$ cat config.mk
export PLATFORM = sky130hd
export DESIGN_NAME = word_serializer
export DESIGN_NICKNAME = d
export VERILOG_FILES = /design/src/rtl/ser_pkg.sv /design/src/rtl/ser_phase.sv /design/src/rtl/ser_capture.sv /design/src/rtl/ser_shift.sv /design/src/rtl/word_serializer.sv
export SDC_FILE = /design/constraint.sdc
export NUM_CORES = 1
export LEC_CHECK = 0
export BUFFER_PORTS_ARGS = -buffer_cell sky130_fd_sc_hd__buf_2
export CAP_MARGIN = 20
export CORE_AREA = 2 2 39 41
export DETAILED_ROUTE_END_ITERATION = 7
export DIE_AREA = 0 0 41 43
export GPL_TIMING_DRIVEN = 0
export SYNTH_ARGS = -nofsm -noshare
export SYNTH_HDL_FRONTEND = slang
export SYNTH_SLANG_ARGS = --single-unit
$ cat constraint.sdc
create_clock -name clk -period 1.5 [get_ports clk]
set_clock_uncertainty 0.1 [all_clocks]
set_input_delay 0.075 -clock clk [delete_from_list [all_inputs] [get_ports clk]]
set_output_delay 0.075 -clock clk [all_outputs]
set_load 0.02 [all_outputs]
$ cat src/rtl/ser_pkg.sv
package ser_pkg;
  // cycles needed to send one word
  function automatic int slots_of(input int word_w, input int lanes);
    return word_w / lanes;
  endfunction
  // counter width that holds 0..n-1, never zero
  function automatic int cnt_width(input int n);
    return (n > 1) ? $clog2(n) : 1;
  endfunction
endpackage

$ cat src/rtl/ser_phase.sv
module ser_phase #(
  parameter int SLOTS = 4
) (
  input  logic clk,
  input  logic rst,
  input  logic en,
  output logic capture,
  output logic strobe
);
  localparam int CW = ser_pkg::cnt_width(SLOTS);
  localparam logic [CW-1:0] LAST = CW'(SLOTS - 1);

  logic [CW-1:0] ph;

  always_ff @(posedge clk) begin
    if (rst) ph <= '0;
    else if (en) ph <= (ph == LAST) ? '0 : ph + 1'b1;
  end

  assign capture = en && (ph == LAST);
  assign strobe  = en && (ph == '0);

  assert_single_event_R2: assert property (@(posedge clk) disable iff (rst)
    $onehot0({capture, strobe}));
  assert_frozen_phase_R6: assert property (@(posedge clk) disable iff (rst)
    !en |=> $stable(ph));
endmodule

$ cat src/rtl/ser_capture.sv
module ser_capture #(
  parameter int WORD_W = 4,
  parameter logic [WORD_W-1:0] TRAIN_WORD = 4'b1010
) (
  input  logic              clk,
  input  logic              rst,
  input  logic              capture,
  input  logic              train,
  input  logic              in_valid,
  input  logic [WORD_W-1:0] in_data,
  output logic              in_ready,
  output logic [WORD_W-1:0] cap_word
);
  logic [WORD_W-1:0] next_word;

  always_comb begin
    if (train)         next_word = TRAIN_WORD;
    else if (in_valid) next_word = in_data;
    else               next_word = '0;
  end

  always_ff @(posedge clk) begin
    if (rst) cap_word <= '0;
    else if (capture) cap_word <= next_word;
  end

  assign in_ready = capture && !train;

  assert_train_capture_R5: assert property (@(posedge clk) disable iff (rst)
    (capture && train) |=> (cap_word == TRAIN_WORD));
  assert_idle_capture_R4: assert property (@(posedge clk) disable iff (rst)
    (capture && !train && !in_valid) |=> (cap_word == '0));
endmodule

$ cat src/rtl/ser_shift.sv
module ser_shift #(
  parameter int WORD_W = 4,
  parameter int LANES  = 1
) (
  input  logic              clk,
  input  logic              rst,
  input  logic              en,
  input  logic              strobe,
  input  logic [WORD_W-1:0] cap_word,
  output logic [LANES-1:0]  lanes_out
);
  logic [WORD_W-1:0] shreg;

  always_ff @(posedge clk) begin
    if (rst) shreg <= '0;
    else if (strobe) shreg <= cap_word;
    else if (en) shreg <= shreg >> LANES;
  end

  generate
    if (LANES == 1) begin : g_sdr
      assign lanes_out = en ? shreg[0] : 1'b0;
    end else begin : g_ddr
      assign lanes_out = en ? shreg[LANES-1:0] : '0;
    end
  endgenerate

  assert_load_from_capture_R3: assert property (@(posedge clk) disable iff (rst)
    strobe |=> (shreg == $past(cap_word)));
endmodule

$ cat src/rtl/word_serializer.sv
module word_serializer #(
  parameter int WORD_W = 4,
  parameter bit DDR    = 1'b0,
  parameter logic [WORD_W-1:0] TRAIN_WORD = 4'b1010,
  localparam int LANES = DDR ? 2 : 1
) (
  input  logic              clk,
  input  logic              rst,
  input  logic              en,
  input  logic              train,
  input  logic              in_valid,
  output logic              in_ready,
  input  logic [WORD_W-1:0] in_data,
  output logic [LANES-1:0]  ser_out
);
  localparam int SLOTS = ser_pkg::slots_of(WORD_W, LANES);

  logic capture, strobe;
  logic [WORD_W-1:0] cap_word;

  ser_phase #(.SLOTS(SLOTS)) phase_i (
    .clk(clk), .rst(rst), .en(en), .capture(capture), .strobe(strobe)
  );

  ser_capture #(.WORD_W(WORD_W), .TRAIN_WORD(TRAIN_WORD)) cap_i (
    .clk(clk), .rst(rst), .capture(capture), .train(train),
    .in_valid(in_valid), .in_data(in_data), .in_ready(in_ready), .cap_word(cap_word)
  );

  ser_shift #(.WORD_W(WORD_W), .LANES(LANES)) shift_i (
    .clk(clk), .rst(rst), .en(en), .strobe(strobe), .cap_word(cap_word),
    .lanes_out(ser_out)
  );

  assert_ready_rules_R2: assert property (@(posedge clk) disable iff (rst)
    in_ready |-> (en && !train));
  assert_silent_when_off_R6: assert property (@(posedge clk) disable iff (rst)
    !en |=> (!en || $stable(cap_word)));
endmodule

; ---- Word-level counts from Yosys, hierarchy flattened
; Index checks and enable logic that the tools add are counted.
[classes]
n_lt_le_gt_ge = 0
n_eq_ne = 1
n_reduce_logical = 6
div = 0
mul = 0
n_addsub = 1
muxes = 6
bitwise = 0
shifts = 0
[ops]
columns = operator, n
row1 = $mux W4, 4
row2 = $logic_and A1 B1 Y1, 3
row3 = $add A2 B1 Y2 const B, 1
row4 = $eq A2 B2 Y1 const B, 1
row5 = $logic_not A2 Y1, 1
row6 = $mux W2, 1
row7 = $reduce_bool A2 Y1, 1
row8 = $logic_not A1 Y1, 1
row9 = $mux W1, 1
[word_totals]
ramBits = 0
rom_bits = 0
in_bits = 9
output_inout_bits = 2
latch_bits = 0
reg_bits = 10
word_cells = 17
memories = 0

; ---- Depth between registers and ports, before layout
[logic_depth]
depth_word = 3
depth_mapped = 4
mapped_depth_nobuf = 4

; ---- Cells and area by module
; Synthesis repeated with hierarchy kept, for this count alone.
[hier_totals]
cells_unflattened = 47
area_unflattened_um2 = 462.9
[modules_own_cells]
columns = module, n_inst, seq_area_each_um2, cells_each, area_each_um2
row1 = ser_shift, 1, 80.1, 18, 180.2
row2 = ser_capture, 1, 80.1, 17, 163.9
row3 = ser_phase, 1, 40.0, 12, 118.9

; ---- Worst setup path after synthesis
; Ideal clock, no wire load.
[synth_timing]
path_type = reg2out
startpoint = register phase_i.ph[0]
endpoint = output in_ready
t_arrival_ns = 1.119
slack_ns = 0.206
path_stages_with_launch = 4
required_time_ns = 1.325
n_path_buf = 0
cell_sequence = dfxtp_1 > ha_1 > and2_1 > nor2b_1
[synth_via]
elab_chain_cells = 3
[synth_lines]
columns = item, line
row1 = start: declaration, ser_phase.sv:13  ; logic [CW-1:0] ph;
row2 = start signal: assignment, ser_phase.sv:17  ; else if (en) ph <= (ph == LAST) ? '0 : ph + 1'b1;
row3 = $eq A2 B2 Y1, ser_phase.sv:20  ; assign capture = en && (ph == LAST);
row4 = $logic_and A1 B1 Y1, ser_phase.sv:20
row5 = $logic_and A1 B1 Y1, ser_capture.sv:27  ; assign in_ready = capture && !train;
row6 = end: declaration, word_serializer.sv:12  ; output logic in_ready,
; No other way between the ends.

; ---- Final worst setup path
; Same ends and word-level chain as after synthesis.

==> impl_results.rst <==
.. list-table::
   :header-rows: 1

   * - Metric
     - Value
   * - CP arrival
     - 1.26 ns
   * - Setup-violating endpoint count in the final report
     - 0
   * - Count of fill cells added during filler insertion
     - 143
   * - Number of clock buffers inserted by TritonCTS
     - 3
   * - Highest-count cells in the layout ignoring fill and taps
     - sky130_fd_sc_hd__buf_2 (10), sky130_fd_sc_hd__dfxtp_1 (8), sky130_fd_sc_hd__a21oi_1 (6)
   * - Clock tree from TritonCTS
     - done
   * - WL/cell
     - 11.8 um
   * - Cell count after placement
     - 75
   * - Count of buffers from port buffering
     - 10
   * - GRT busiest layer
     - met1
   * - Number of setup buffers added after CTS
     - 0
   * - Number of failing hold endpoints at the final stage
     - 0
   * - GR Util met2
     - 0.153
   * - Shortest period the worst path allows
     - 1.43 ns
   * - Number of warnings reported in the yosys synthesis log
     - 0
   * - DIE HEIGHT
     - 43 um
   * - Crit Path Class
     - flip-flop to primary output
   * - Clock H-tree levels
     - 1
   * - Clock network fraction of total power
     - 0.340
   * - Final Cell Area
     - 603 um^2
   * - Fraction of the mapped netlist area in compound gates
     - 0.185
   * - Remaining Overflow, GRT
     - 0
   * - Vias in the first global route
     - 316
   * - Share of synthesized cell area in full adder, half adder and majority cells
     - 0.0543
   * - Fraction of the mapped netlist area in simple logic gates
     - 0.182
   * - Post-placement cell area
     - 531 um^2
   * - Core Region
     - 1380 um^2
   * - Critical path data required time
     - 1.32 ns
   * - Comb power frac
     - 0.136
   * - Sum of negative setup slack
     - 0 ns
   * - Total area of multi-input combinational cells
     - 249 um^2
   * - Worst slack at placement
     - 0.126 ns
   * - Post-Synth XOR/XNOR Area
     - 0
   * - Max Root-Sink Buffers
     - 2
   * - Static power due to leakage
     - 0.243 nW
   * - Transition time at the pin with the least slew margin
     - 0.464 ns
   * - Critical path launch point
     - phase_i.ph[0]
   * - DRC violation count after routing
     - 0
   * - Floorplan die width
     - 41 um
   * - Initial core utilization
     - 0.333
   * - Share of the core filled with cells in the final layout
     - 0.436
   * - Startpoint of the worst hold path
     - in_valid
   * - Clock insertion delay at the later pin of the skew report
     - 0.27 ns
   * - Routed Antenna Nets
     - 0
   * - Number of instances in the synthesized netlist
     - 49
   * - Total power density per cell area
     - 898 nW/um^2
   * - Yosys reg bits
     - 10
   * - CTS clk-pin slew, worst paths
     - 0.06 ns
   * - Post-layout total power
     - 0.542 mW
   * - Total number of clock tree sinks
     - 10
   * - Post-Route WL
     - 958 um
   * - Pin count of the biggest net entering global routing
     - 11
   * - Post-route worst setup slack
     - 0.0683 ns
   * - Startpoint of the most critical register-to-register path
     - phase_i.ph[0]
   * - Largest fanout on the critical path
     - 6
   * - Internal power summed over all cells
     - 0.406 mW
   * - Sequential group share of total power
     - 0.524
   * - RSZ-0062 raised after global routing
     - false
   * - Worst-case vdd ir drop
     - 0.390 mV
   * - Cell chosen for the clock root
     - sky130_fd_sc_hd__clkbuf_4
   * - Number of antenna violations at the first check in global routing
     - 0
   * - Worst slew margin
     - 0.691
   * - GRT Overall Usage
     - 0.130
   * - Sequential fraction of the synthesis area
     - 0.435
   * - Startpoint Class
     - flip-flop
   * - Sequential cell area
     - 205 um^2
   * - Final weighted congestion of routability-driven global placement
     - 0.704
   * - Overall die area
     - 1760 um^2
   * - Post-synthesis net count
     - 60
   * - Most frequent standard cell in the layout excluding fill and tap cells
     - sky130_fd_sc_hd__buf_2
   * - GRT met1 Usage
     - 0.172
   * - Num ports
     - 11
   * - Global-route wire length before repair
     - 1420 um
   * - Type of the worst min-delay path
     - primary input to flip-flop
   * - GR Layer Usage met3
     - 0.0785
   * - Net switching power figure
     - 0.136 mW
   * - Layout cell share with drive strength beyond 1
     - 0.277
   * - Number of max-slew violations in the final report
     - 0
   * - Number of maximum-capacitance constraint violations
     - 0
   * - Per-cell via count in the routed design
     - 4.96
   * - Ant. Diodes
     - 0
   * - Post-synthesis area per instance
     - 9.40 um^2
   * - Period utilisation layout
     - 0.954
   * - Synth unique cells
     - 16
   * - Hold_ws
     - 0.0365 ns
   * - Category of the worst setup path capture point
     - primary output
   * - Number of iterations in the first detailed-routing pass
     - 4
   * - Detail Placement HPWL
     - 617 um
   * - Switching fraction of total power
     - 0.250
   * - Vias after detailed routing
     - 402
   * - Final net count
     - 78
   * - Rows
     - 14
   * - Flop2flop setup slack
     - 0.26 ns
   * - Achievable frequency
     - 698 MHz
   * - Main combinational cell family by area after synthesis
     - compound AO/OA/AOI/OAI gates
   * - Multiplexer fraction of the synthesized cell area
     - 0.0870
   * - Post-layout instance count excluding filler cells
     - 81
   * - Outcome
     - complete, no violations
   * - Total standard cell area after synthesis
     - 460 um^2
   * - Syn-to-layout area delta
     - 31.0%
   * - Number of design-rule violations left by the first detailed-router iteration
     - 5
==> Yosys cell counts <==
library cell | number | area (um^2)
sky130_fd_sc_hd__a211oi_1 | 5 | 37.5
sky130_fd_sc_hd__a21oi_1 | 6 | 30.0
sky130_fd_sc_hd__and2_1 | 2 | 12.5
sky130_fd_sc_hd__buf_4 | 1 | 7.51
sky130_fd_sc_hd__clkbuf_1 | 1 | 3.75
sky130_fd_sc_hd__dfxtp_1 | 10 | 200
sky130_fd_sc_hd__ha_1 | 2 | 25.0
sky130_fd_sc_hd__inv_1 | 4 | 15.0
sky130_fd_sc_hd__mux2i_1 | 4 | 40.0
sky130_fd_sc_hd__nand2b_1 | 3 | 18.8
sky130_fd_sc_hd__nand3_1 | 1 | 5.00
sky130_fd_sc_hd__nand4b_1 | 2 | 17.5
sky130_fd_sc_hd__nor2_1 | 4 | 15.0
sky130_fd_sc_hd__nor2b_1 | 1 | 6.26
sky130_fd_sc_hd__o32ai_1 | 2 | 17.5
sky130_fd_sc_hd__or3b_1 | 1 | 8.76
==> power groups by stage <==
stage | sequential, mW | combinational, mW | clock (mW)
final | 0.284 | 0.0735 | 0.184
after global routing | 0.285 | 0.0816 | 0.204
after CTS | 0.284 | 0.0730 | 0.189
after detailed placement | 0.287 | 0.0655 | 0
after global placement | 0.287 | 0.0644 | 0
after floorplan | 0.286 | 0.0432 | 0
==> metal layers <==
layer,vias to the layer above,part of all wire
met5,-,0
met3,3,0.047
met4,0,0.023
li1,209,-
met1,178,0.47
met2,12,0.46
==> cells by family after synthesis <==
logic type / count (synthesis)
buffers and inverters: 6
adder cells (fa/ha/maj): 2
AO/OA/AOI/OAI: 13
flip-flops: 10
AND/OR/NAND/NOR: 14
multiplexers: 4
==> final cells by class <==
class | instances | area share
Buffer | 2 | 0.0187
Clock buffer | 3 | 0.0373
Inverter | 4 | 0.0249
Multi-Input combinational cell | 33 | 0.413
Sequential cell | 10 | 0.340
Tap cell | 16 | 0.0332
Timing Repair Buffer | 13 | 0.133
==> repair_timing <==
| action | CTS | global route |
|---|---|---|
| hold buffers | 3 | 0 |
| endpoints found under the hold margin | 2 | 0 |
| resized for setup | 4 | 2 |
| cloned | 0 | 0 |
| endpoints found under the setup margin | 1 | 1 |
==> sequential cells by signal (all words and copies together), names as in the netlist <==
| signal | cells |
|---|---|
| shift_i.shreg | 4 |
| phase_i.ph | 2 |
| cap_i.cap_word | 4 |
==> worst paths after layout <==
| kind | to | depth (start not counted) |
|---|---|---|
| worst min register to register | shift_i.shreg[3] | 2 |
| worst min-delay path | cap_i.cap_word[0] | 3 |
| worst max register to register | shift_i.shreg[2] | 4 |
| worst max-delay path | in_ready | 4 |
==> worst max-delay path, stage by stage (launching register included) <==
cell,delay (ns)
sky130_fd_sc_hd__dfxtp_4,0.37
sky130_fd_sc_hd__ha_4,0.16
sky130_fd_sc_hd__and2_4,0.17
sky130_fd_sc_hd__nor2b_1,0.12
sky130_fd_sc_hd__buf_2,0.16
Note: power is estimated with default switching activity, not from simulation.
